File: src/rtl/evt_assign_pkg.sv
package evt_assign_pkg;

  // Entry field positions (bit 63 = most significant)
  localparam int VALID_B = 63;
  localparam int BLK_HI  = 59;
  localparam int BLK_LO  = 56;
  localparam int QIDX_HI = 55;
  localparam int QIDX_LO = 32;
  localparam int MASK_B  = 31;
  localparam int DATA_HI = 30;

  typedef enum logic [1:0] {
    OP_READ  = 2'd0,
    OP_WRITE = 2'd1,
    OP_SETV  = 2'd2,
    OP_CLRV  = 2'd3
  } cfgOp_e;

  // Strobes from control to datapath
  typedef struct packed {
    logic sweep;
    logic rd;
    logic wr;
    logic setV;
    logic clrV;
    logic cfgBad;
    logic trigHit;
    logic trigBad;
  } tblStb_t;

endpackage

File: src/rtl/evt_assign_ctrl.sv
module evt_assign_ctrl
  import evt_assign_pkg::*;
#(
  parameter int NUM_SRC = 40,
  parameter int IDX_W   = 6,
  parameter int PTR_W   = 6
) (
  input  logic             clk,
  input  logic             rstN,
  input  logic             cfgReq,
  input  logic [1:0]       cfgOp,
  input  logic [IDX_W-1:0] cfgIdx,
  input  logic             trigReq,
  input  logic [IDX_W-1:0] trigIdx,
  output tblStb_t          stb,
  output logic [PTR_W-1:0] sweepPtr,
  output logic             busy
);

  localparam logic [PTR_W-1:0] LAST = PTR_W'(NUM_SRC - 1);

  logic cfgInRange;
  logic trigInRange;

  // Masking sweep: one entry per clock after reset release
  always_ff @(posedge clk or negedge rstN) begin
    if (!rstN) begin
      busy     <= 1'b1;
      sweepPtr <= '0;
    end else if (busy) begin
      if (sweepPtr == LAST) begin
        busy <= 1'b0;
      end else begin
        sweepPtr <= sweepPtr + 1'b1;
      end
    end
  end

  always_comb begin
    cfgInRange  = 32'(cfgIdx) < NUM_SRC;
    trigInRange = 32'(trigIdx) < NUM_SRC;
    stb         = '0;
    stb.sweep   = busy;
    if (!busy) begin
      if (cfgReq) begin
        stb.cfgBad = !cfgInRange;
        unique case (cfgOp_e'(cfgOp))
          OP_READ:  stb.rd   = cfgInRange;
          OP_WRITE: stb.wr   = cfgInRange;
          OP_SETV:  stb.setV = cfgInRange;
          OP_CLRV:  stb.clrV = cfgInRange;
          default:  stb.rd   = 1'b0;
        endcase
      end
      if (trigReq) begin
        stb.trigHit = trigInRange;
        stb.trigBad = !trigInRange;
      end
    end
  end

endmodule

File: src/rtl/evt_assign_dpath.sv
module evt_assign_dpath
  import evt_assign_pkg::*;
#(
  parameter int NUM_SRC = 40,
  parameter int IDX_W   = 6,
  parameter int PTR_W   = 6
) (
  input  logic             clk,
  input  logic             rstN,
  input  tblStb_t          stb,
  input  logic [PTR_W-1:0] sweepPtr,
  input  logic [IDX_W-1:0] cfgIdx,
  input  logic [63:0]      cfgWdata,
  input  logic [IDX_W-1:0] trigIdx,
  output logic             cfgAck,
  output logic             cfgOk,
  output logic [63:0]      cfgRdata,
  output logic             evtValid,
  output logic [3:0]       evtBlock,
  output logic [23:0]      evtQueue,
  output logic [30:0]      evtData,
  output logic             evtDrop
);

  logic [63:0] tbl [NUM_SRC] = '{default: '0};

  logic [PTR_W-1:0] cIdx;
  logic [PTR_W-1:0] tIdx;
  logic [63:0]      cWord;
  logic [63:0]      tWord;
  logic             tPass;

  always_comb begin
    cIdx  = cfgIdx[PTR_W-1:0];
    tIdx  = trigIdx[PTR_W-1:0];
    cWord = tbl[cIdx];
    tWord = tbl[tIdx];
    tPass = tWord[VALID_B] && !tWord[MASK_B];
  end

  // Table storage: no reset, powers up at zero
  always_ff @(posedge clk) begin
    if (stb.sweep && tbl[sweepPtr][VALID_B]) begin
      tbl[sweepPtr][MASK_B] <= 1'b1;
    end
    if (stb.wr) begin
      tbl[cIdx] <= cfgWdata;
    end
    if (stb.setV) begin
      tbl[cIdx][VALID_B] <= 1'b1;
    end
    if (stb.clrV) begin
      tbl[cIdx][VALID_B] <= 1'b0;
    end
  end

  // Registered responses
  always_ff @(posedge clk or negedge rstN) begin
    if (!rstN) begin
      cfgAck   <= 1'b0;
      cfgOk    <= 1'b0;
      cfgRdata <= '0;
      evtValid <= 1'b0;
      evtBlock <= '0;
      evtQueue <= '0;
      evtData  <= '0;
      evtDrop  <= 1'b0;
    end else begin
      cfgAck   <= stb.rd || stb.wr || stb.setV || stb.clrV || stb.cfgBad;
      cfgOk    <= stb.rd || stb.wr || stb.setV || stb.clrV;
      cfgRdata <= stb.rd ? cWord : '0;
      evtValid <= stb.trigHit && tPass;
      evtDrop  <= stb.trigBad || (stb.trigHit && !tPass);
      if (stb.trigHit && tPass) begin
        evtBlock <= tWord[BLK_HI:BLK_LO];
        evtQueue <= tWord[QIDX_HI:QIDX_LO];
        evtData  <= tWord[DATA_HI:0];
      end else begin
        evtBlock <= '0;
        evtQueue <= '0;
        evtData  <= '0;
      end
    end
  end

endmodule

File: src/rtl/evt_assign_table.sv
module evt_assign_table
  import evt_assign_pkg::*;
#(
  parameter int NUM_SRC = 40,
  parameter int IDX_W   = 6
) (
  input  logic             clk,
  input  logic             rstN,
  output logic             busy,
  input  logic             cfgReq,
  input  logic [1:0]       cfgOp,
  input  logic [IDX_W-1:0] cfgIdx,
  input  logic [63:0]      cfgWdata,
  output logic             cfgAck,
  output logic             cfgOk,
  output logic [63:0]      cfgRdata,
  input  logic             trigReq,
  input  logic [IDX_W-1:0] trigIdx,
  output logic             evtValid,
  output logic [3:0]       evtBlock,
  output logic [23:0]      evtQueue,
  output logic [30:0]      evtData,
  output logic             evtDrop
);

  localparam int PTR_W = (NUM_SRC > 1) ? $clog2(NUM_SRC) : 1;

  tblStb_t          stb;
  logic [PTR_W-1:0] sweepPtr;

  evt_assign_ctrl #(.NUM_SRC(NUM_SRC), .IDX_W(IDX_W), .PTR_W(PTR_W)) ctrl_i (
    .clk(clk), .rstN(rstN), .cfgReq(cfgReq), .cfgOp(cfgOp), .cfgIdx(cfgIdx),
    .trigReq(trigReq), .trigIdx(trigIdx), .stb(stb), .sweepPtr(sweepPtr),
    .busy(busy)
  );

  evt_assign_dpath #(.NUM_SRC(NUM_SRC), .IDX_W(IDX_W), .PTR_W(PTR_W)) dpath_i (
    .clk(clk), .rstN(rstN), .stb(stb), .sweepPtr(sweepPtr), .cfgIdx(cfgIdx),
    .cfgWdata(cfgWdata), .trigIdx(trigIdx), .cfgAck(cfgAck), .cfgOk(cfgOk),
    .cfgRdata(cfgRdata), .evtValid(evtValid), .evtBlock(evtBlock),
    .evtQueue(evtQueue), .evtData(evtData), .evtDrop(evtDrop)
  );

endmodule

File: config.mk
export PLATFORM = sky130hd
export DESIGN_NAME = evt_assign_table
export DESIGN_NICKNAME = d
export VERILOG_FILES = /design/src/rtl/evt_assign_pkg.sv /design/src/rtl/evt_assign_ctrl.sv /design/src/rtl/evt_assign_dpath.sv /design/src/rtl/evt_assign_table.sv
export SDC_FILE = /design/constraint.sdc
export NUM_CORES = 2
export LEC_CHECK = 0
export BUFFER_PORTS_ARGS = -buffer_cell sky130_fd_sc_hd__buf_4
export CAP_MARGIN = 10
export CORE_ASPECT_RATIO = 1.75
export CORE_UTILIZATION = 55
export CTS_BUF_LIST = sky130_fd_sc_hd__clkbuf_4 sky130_fd_sc_hd__clkbuf_8 sky130_fd_sc_hd__clkbuf_16
export DETAILED_ROUTE_END_ITERATION = 10
export PLACE_DENSITY = 0.72
export SYNTH_ARGS = -nofsm -noshare
export SYNTH_HDL_FRONTEND = slang
export SYNTH_SLANG_ARGS = --single-unit
File: constraint.sdc
create_clock -name clk -period 8.2 [get_ports clk]
set_input_delay 0.82 -clock clk [delete_from_list [all_inputs] [get_ports clk]]
set_output_delay 0.82 -clock clk [all_outputs]
set_load 0.01 [all_outputs]
-- Yosys cells after proc, flatten, opt, wreduce, memory -nomap -nowiden
Memory sizes are Yosys's and may differ from the RTL's.
Cells that the tools add are included.
- add/sub/neg operators: 1
- magnitude comparators: 2
- equality and inequality tests: 4
- multiplexer cells: 26
- bitwise operators: 3
- reduce and logical (&&, ||, !) cells: 16
- operator list (cell ; number):
    two-way mux 64 bit ; 2
    OR reduction 64 bit ; 1
    two-way mux 31 bit ; 1
    two-way mux 24 bit ; 1
    two-way mux 1 bit ; 16
    < comparator 6 bit (second input constant) ; 2
    two-way mux 7 bit ; 1
    adder 6 x 1 -> 6 bit (second input constant) ; 1
    equality test 6 bit (second input constant) ; 1
    two-way mux 6 bit ; 1
    logical OR 1 bit ; 5
    two-way mux 5 bit ; 1
    equality test 2 bit (second input constant) ; 2
    logical AND 1 bit ; 4
    zero test 1 bit ; 4
    two-way mux 4 bit ; 1
    two-way mux 3 bit ; 1
    equality test 2 x 1 -> 1 bit (second input constant) ; 1
    zero test 2 bit ; 1
    two-way mux 2 bit ; 1
    OR 1 bit ; 2
    AND reduction 2 bit ; 1
    NOT 1 bit ; 1
- register bits after elaboration: 134
- bits in writable memories: 2560
- input bits: 82
- output and inout port bits: 128
- memories kept: 1
- memories (memory ; words ; bits a word ; read ports ; clocked after memory_dff ; write ports ; RTL line ; RTL):
    dpath_i.tbl ; 40 ; 64 ; 3 ; 0 ; 1 ; evt_assign_dpath.sv:25 ; logic [63:0] tbl [NUM_SRC] = '{default: '0};

-- Depth between registers and ports, before layout
- depth in word-level cells: 10
- mapped depth: 12
- mapped depth without buffers: 7

-- Modules after synthesis
A second synthesis with hierarchy kept.
- cell total of the unflattened synthesis: 7060
- area, all modules: 119001.6 sq um
- modules (own cells, without submodules) (module ; times used ; cells each ; area an instance (sq um)):
    evt_assign_dpath ; 1 ; 7022 ; 118616.3
    evt_assign_ctrl ; 1 ; 38 ; 385.4

-- Worst setup path before layout
No wires, ideal clock.
- path kind: input -> register
- start: in cfgIdx[1]
- end: mem dpath_i.tbl[30][0], enable pin
- setup time: 482 ps
- data arrival time: 5073 ps
- path slack: 2645 ps
- stages on the path: 11
- buffers on the path: 7
- cells stage by stage: buf_2 buf_2 buf_2 buf_2 buf_2 buf_2 nand3_1 o21ai_0 nand2_1 buf_2 nor2_1
- longest elaborated chain between the ends: 10
- elaborated cells between the ends (all ways): 17
- those cells by class: order compare (1); mux (13); bitwise (2); reduce/logical (1)
- ends and longest elaborated chain (what ; RTL line ; RTL):
    start, declared ; evt_assign_table.sv:12 ; input logic [IDX_W-1:0] cfgIdx,
    < comparator 6 bit ; evt_assign_ctrl.sv:40 ; cfgInRange = 32'(cfgIdx) < NUM_SRC;
    two-way mux 1 bit ; evt_assign_ctrl.sv:47 ; unique case (cfgOp_e'(cfgOp))
    two-way mux 5 bit ; evt_assign_ctrl.sv:45 ; if (cfgReq) begin
    two-way mux 7 bit ; evt_assign_ctrl.sv:44 ; if (!busy) begin
    two-way mux 1 bit (on tied branches) ; evt_assign_dpath.sv:46, evt_assign_dpath.sv:49 ;
    two-way mux 1 bit (on tied branches) ; evt_assign_dpath.sv:47, evt_assign_dpath.sv:50 ;
    OR 1 bit (no line) (2 in a row) ; n/a ;
    OR reduction 64 bit (no line) ; n/a ;
    two-way mux 6 bit (no line) / two-way mux 3 bit (equally long branches) ; n/a ;
    end, declared ; evt_assign_dpath.sv:25 ;
Several ways; a longest one is shown, not always the timed one.

-- Final worst setup path
- start: in cfgIdx[4]
- end: mem dpath_i.tbl[11][8], enable pin
The elaborated chain is that of the path after synthesis.

==> reports/qor.txt <==
Post-place setup slack -> 2.27 ns
Number of synthesized flops with an enable pin -> 2560
GRT Max-Usage Layer -> met2
Total GRT Usage -> 34.4%
Critical path arrival -> 5.69 ns
Drt drc -> 0
Final Slew Violations -> 0
FMAX -> 192 MHz
I/O pins -> 210
Number of global-route vias before repair -> 71300
H-tree depth -> 4
Routability congestion estimate -> 0.912
Post-CTS resize count -> 0
Cell repeated most along the worst path -> buf_4
CP Data Required Time -> 8.69 ns
Area after DPL -> 128000 µm²
Final Setup Violations -> 0
Finished Layout Cells -> 9334
CTS tree -> yes
Met1 Usage GRT -> 43.8%
Fin crit share -> 63.5%
Placed cells -> 8901
Fill cells -> 15200
Initial antenna violation count -> 19
Worst slew margin -> 2.70%
CP Launch Type -> input port
Setup Skew -> 0.0495 ns
Hold WC Path Type -> in -> async
Yosys warnings -> 0
CTS Buffer Depth -> 4
Synth cell types -> 68
Total design power -> 28.8 mW
Leakage power total -> 44.4 nW
Detailed Route WL -> 386000 µm
Final net count -> 6339
Status -> finished, final reports clean
Initial core utilization -> 55.3%
Die W -> 359 µm
Met2 Usage GRT -> 56.1%
Share of Yosys cell area claimed by the top area cell type -> 62.6%
Routed length per instance -> 41.4 µm
Syn Area/Cell -> 20.2 µm²
Sink Count -> 2694
WS Path Type -> in -> reg
Reg2reg end -> dpath_i.tbl[11][8]$_DFFE_PP_
Slowest cell on the critical path -> nor2_4
Commonest cells post-synth -> edfxtp_1 (2560), mux4_2 (1225), mux2i_1 (426), clkbuf_1 (186), a211oi_1 (171)
First-pass GRT wire length -> 539000 µm
Final Critical Period -> 5.21 ns
Max IR drop VDD -> 0.000191 V
Crit path capture type -> flip-flop
Top-count cell post-synth -> edfxtp_1
Syn-to-layout area delta -> 10.8%
Max incr delay on CP -> 1.01 ns
CTS Buf Count -> 231
Synthesized cell area -> 123000 µm²
Vias per cell -> 7.49
Global route total overflow -> 0
Grt met3 use -> 6.42%
Reg2Reg Setup Slack -> 3.04 ns
HPWL after DPL -> 227000 µm
Unrepaired setup endpoints after global routing -> false
CP startpoint -> cfgIdx[4]
Row count -> 229
Pwr dens -> 212 nW/µm²
Die area -> 225000 µm²
Core area -> 222000 µm²
Most used DFF post-synth -> edfxtp_1
Initial drt markers -> 10300
Post-CTS Setup Inserts -> 0
Hold-fix buffers at CTS -> 0
Via count -> 70000
Synth Register Bits -> 2694
Hold WS -> 0.00400 ns
Largest net degree at the start of global routing -> 108
Worst r2r src -> ctrl_i.busy$_DFF_PN1_
Input/output buffers -> 209
Fin area -> 136000 µm²
Largest area contributor in the synthesized netlist -> edfxtp_1
Fin. Hold Viols -> 0
Worst r2r path cells -> 8
Fin Setup TNS -> 0 ns
Worst-Skew Late Latency -> 0.90 ns
Drt pass-1 iters -> 8
Final design utilization -> 61.2%
Worst-path fanout max -> 58
Cells after synthesis -> 6078
Crit path cell chain -> clkbuf_8 > or2_2 > a211oi_4 > buf_4 > mux2_2 > nand2_1 > nor2_4 > buf_4 > buf_4
Net Count, Synth -> 6161
Share of cells above drive strength 1 -> 34.0%
Synth top area cells -> edfxtp_1 (63%), mux4_2 (22%), mux2i_1 (3.5%)
Worst slew pin tran -> 1.46 ns
Clock Root Buffer -> clkbuf_16
Register clock-pin slew on the reported worst setup and hold paths -> 0.07 ns
Final ANT Viol Nets -> 0
Die H -> 627 µm
Synth async-reset ratio -> 4.97%
Sequential share of the synthesized area -> 65.4%
Number of max-cap violations -> 0
Final Worst Setup Slack -> 2.99 ns
[cell families (layout without fill, tap and decap cells)]
group           count (synthesis)  after routing  synth area share (%)
flops                        2694           2694                  65.4
mux                          1704           1704                  26.4
compound gates                639            639                  3.80
simple gates                  524            524                  2.10
buf+inv                       511            875                  2.24
xor+xnor                        5              5                0.0357
fa+ha+maj                       1              1                0.0102
other cells                     0              5                     0
[placed cells by master, fill, tap and decap left out, types with 16 or more instances in the layout]
| cell | instances |
|---|---|
| clkbuf_16 | 236 |
| clkbuf_4 | 36 |
| a22oi_1 | 125 |
| bufinv_16 | 33 |
| edfxtp_1 | 2560 |
| buf_12 | 35 |
| nand2_1 | 113 |
| a221oi_1 | 47 |
| clkinv_2 | 42 |
| nor2_4 | 43 |
| a31oi_1 | 23 |
| and2_2 | 17 |
| mux4_2 | 1225 |
| o21ai_0 | 49 |
| o211ai_1 | 24 |
| mux2i_1 | 426 |
| a21oi_1 | 73 |
| a211oi_1 | 168 |
| nand2b_1 | 17 |
| and2_1 | 52 |
| inv_1 | 16 |
| dfrtp_1 | 133 |
| nor2_1 | 122 |
| clkbuf_8 | 19 |
| a22o_1 | 49 |
| nor2b_1 | 90 |
| clkinv_1 | 31 |
| mux2_2 | 53 |
| buf_4 | 384 |
[registers in the layout, indices dropped and copies added, names as in the netlist]
signal,flops
dpath_i.evtValid,1
dpath_i.cfgRdata,64
dpath_i.cfgAck,1
dpath_i.cfgOk,1
dpath_i.evtBlock,4
ctrl_i.busy,1
dpath_i.evtDrop,1
ctrl_i.sweepPtr,6
dpath_i.tbl,2560
dpath_i.evtQueue,24
dpath_i.evtData,31
[critical path, delay by kind of cell]
family                 cells  cell delay (ns)
AO/OA/AOI/OAI              1             0.26
buffers and inverters      4             2.16
multiplexers               1             0.32
AND/OR/NAND/NOR            3             2.02
[metal layers]
| metal | up-vias | part of all wire, % |
|---|---|---|
| met5 | - | 0.020 |
| met4 | 12 | 6.5 |
| met3 | 1179 | 12 |
| met2 | 5309 | 49 |
| met1 | 37000 | 33 |
| li1 | 26500 | - |
[power by group]
part | switching, mW | internal, mW | total (mW)
logic | 1.29 | 0.765 | 2.06
registers | 0.0275 | 15.1 | 15.1
clock network | 5.10 | 6.53 | 11.6
[cell type report]
type                       instances  area (µm²)  area share, %
inverter                          18        75.1         0.0552
tap                             2887        3610           2.66
multi-input combinational       2873       40200           29.6
clock inverter                   133        1560           1.14
antenna                            5        12.5        0.00920
sequential                      2694       80200           59.0
timing repair buffer             438        3950           2.91
clock buffer                     286        6350           4.67
[worst max-delay path by stage]
stage                                                to  slack, ns  depth (start not counted)
after floorplan            dpath_i.tbl[30][0]$_DFFE_PP_       2.64                         11
after global placement    dpath_i.tbl[11][15]$_DFFE_PP_       2.29                          9
after detailed placement  dpath_i.tbl[11][15]$_DFFE_PP_       2.27                          9
after CTS                  dpath_i.tbl[11][9]$_DFFE_PP_       3.17                          9
after global routing       dpath_i.tbl[11][9]$_DFFE_PP_       3.02                          9
final                      dpath_i.tbl[11][8]$_DFFE_PP_       2.99                          9
No activity file was read; power rests on OpenSTA's default activity.
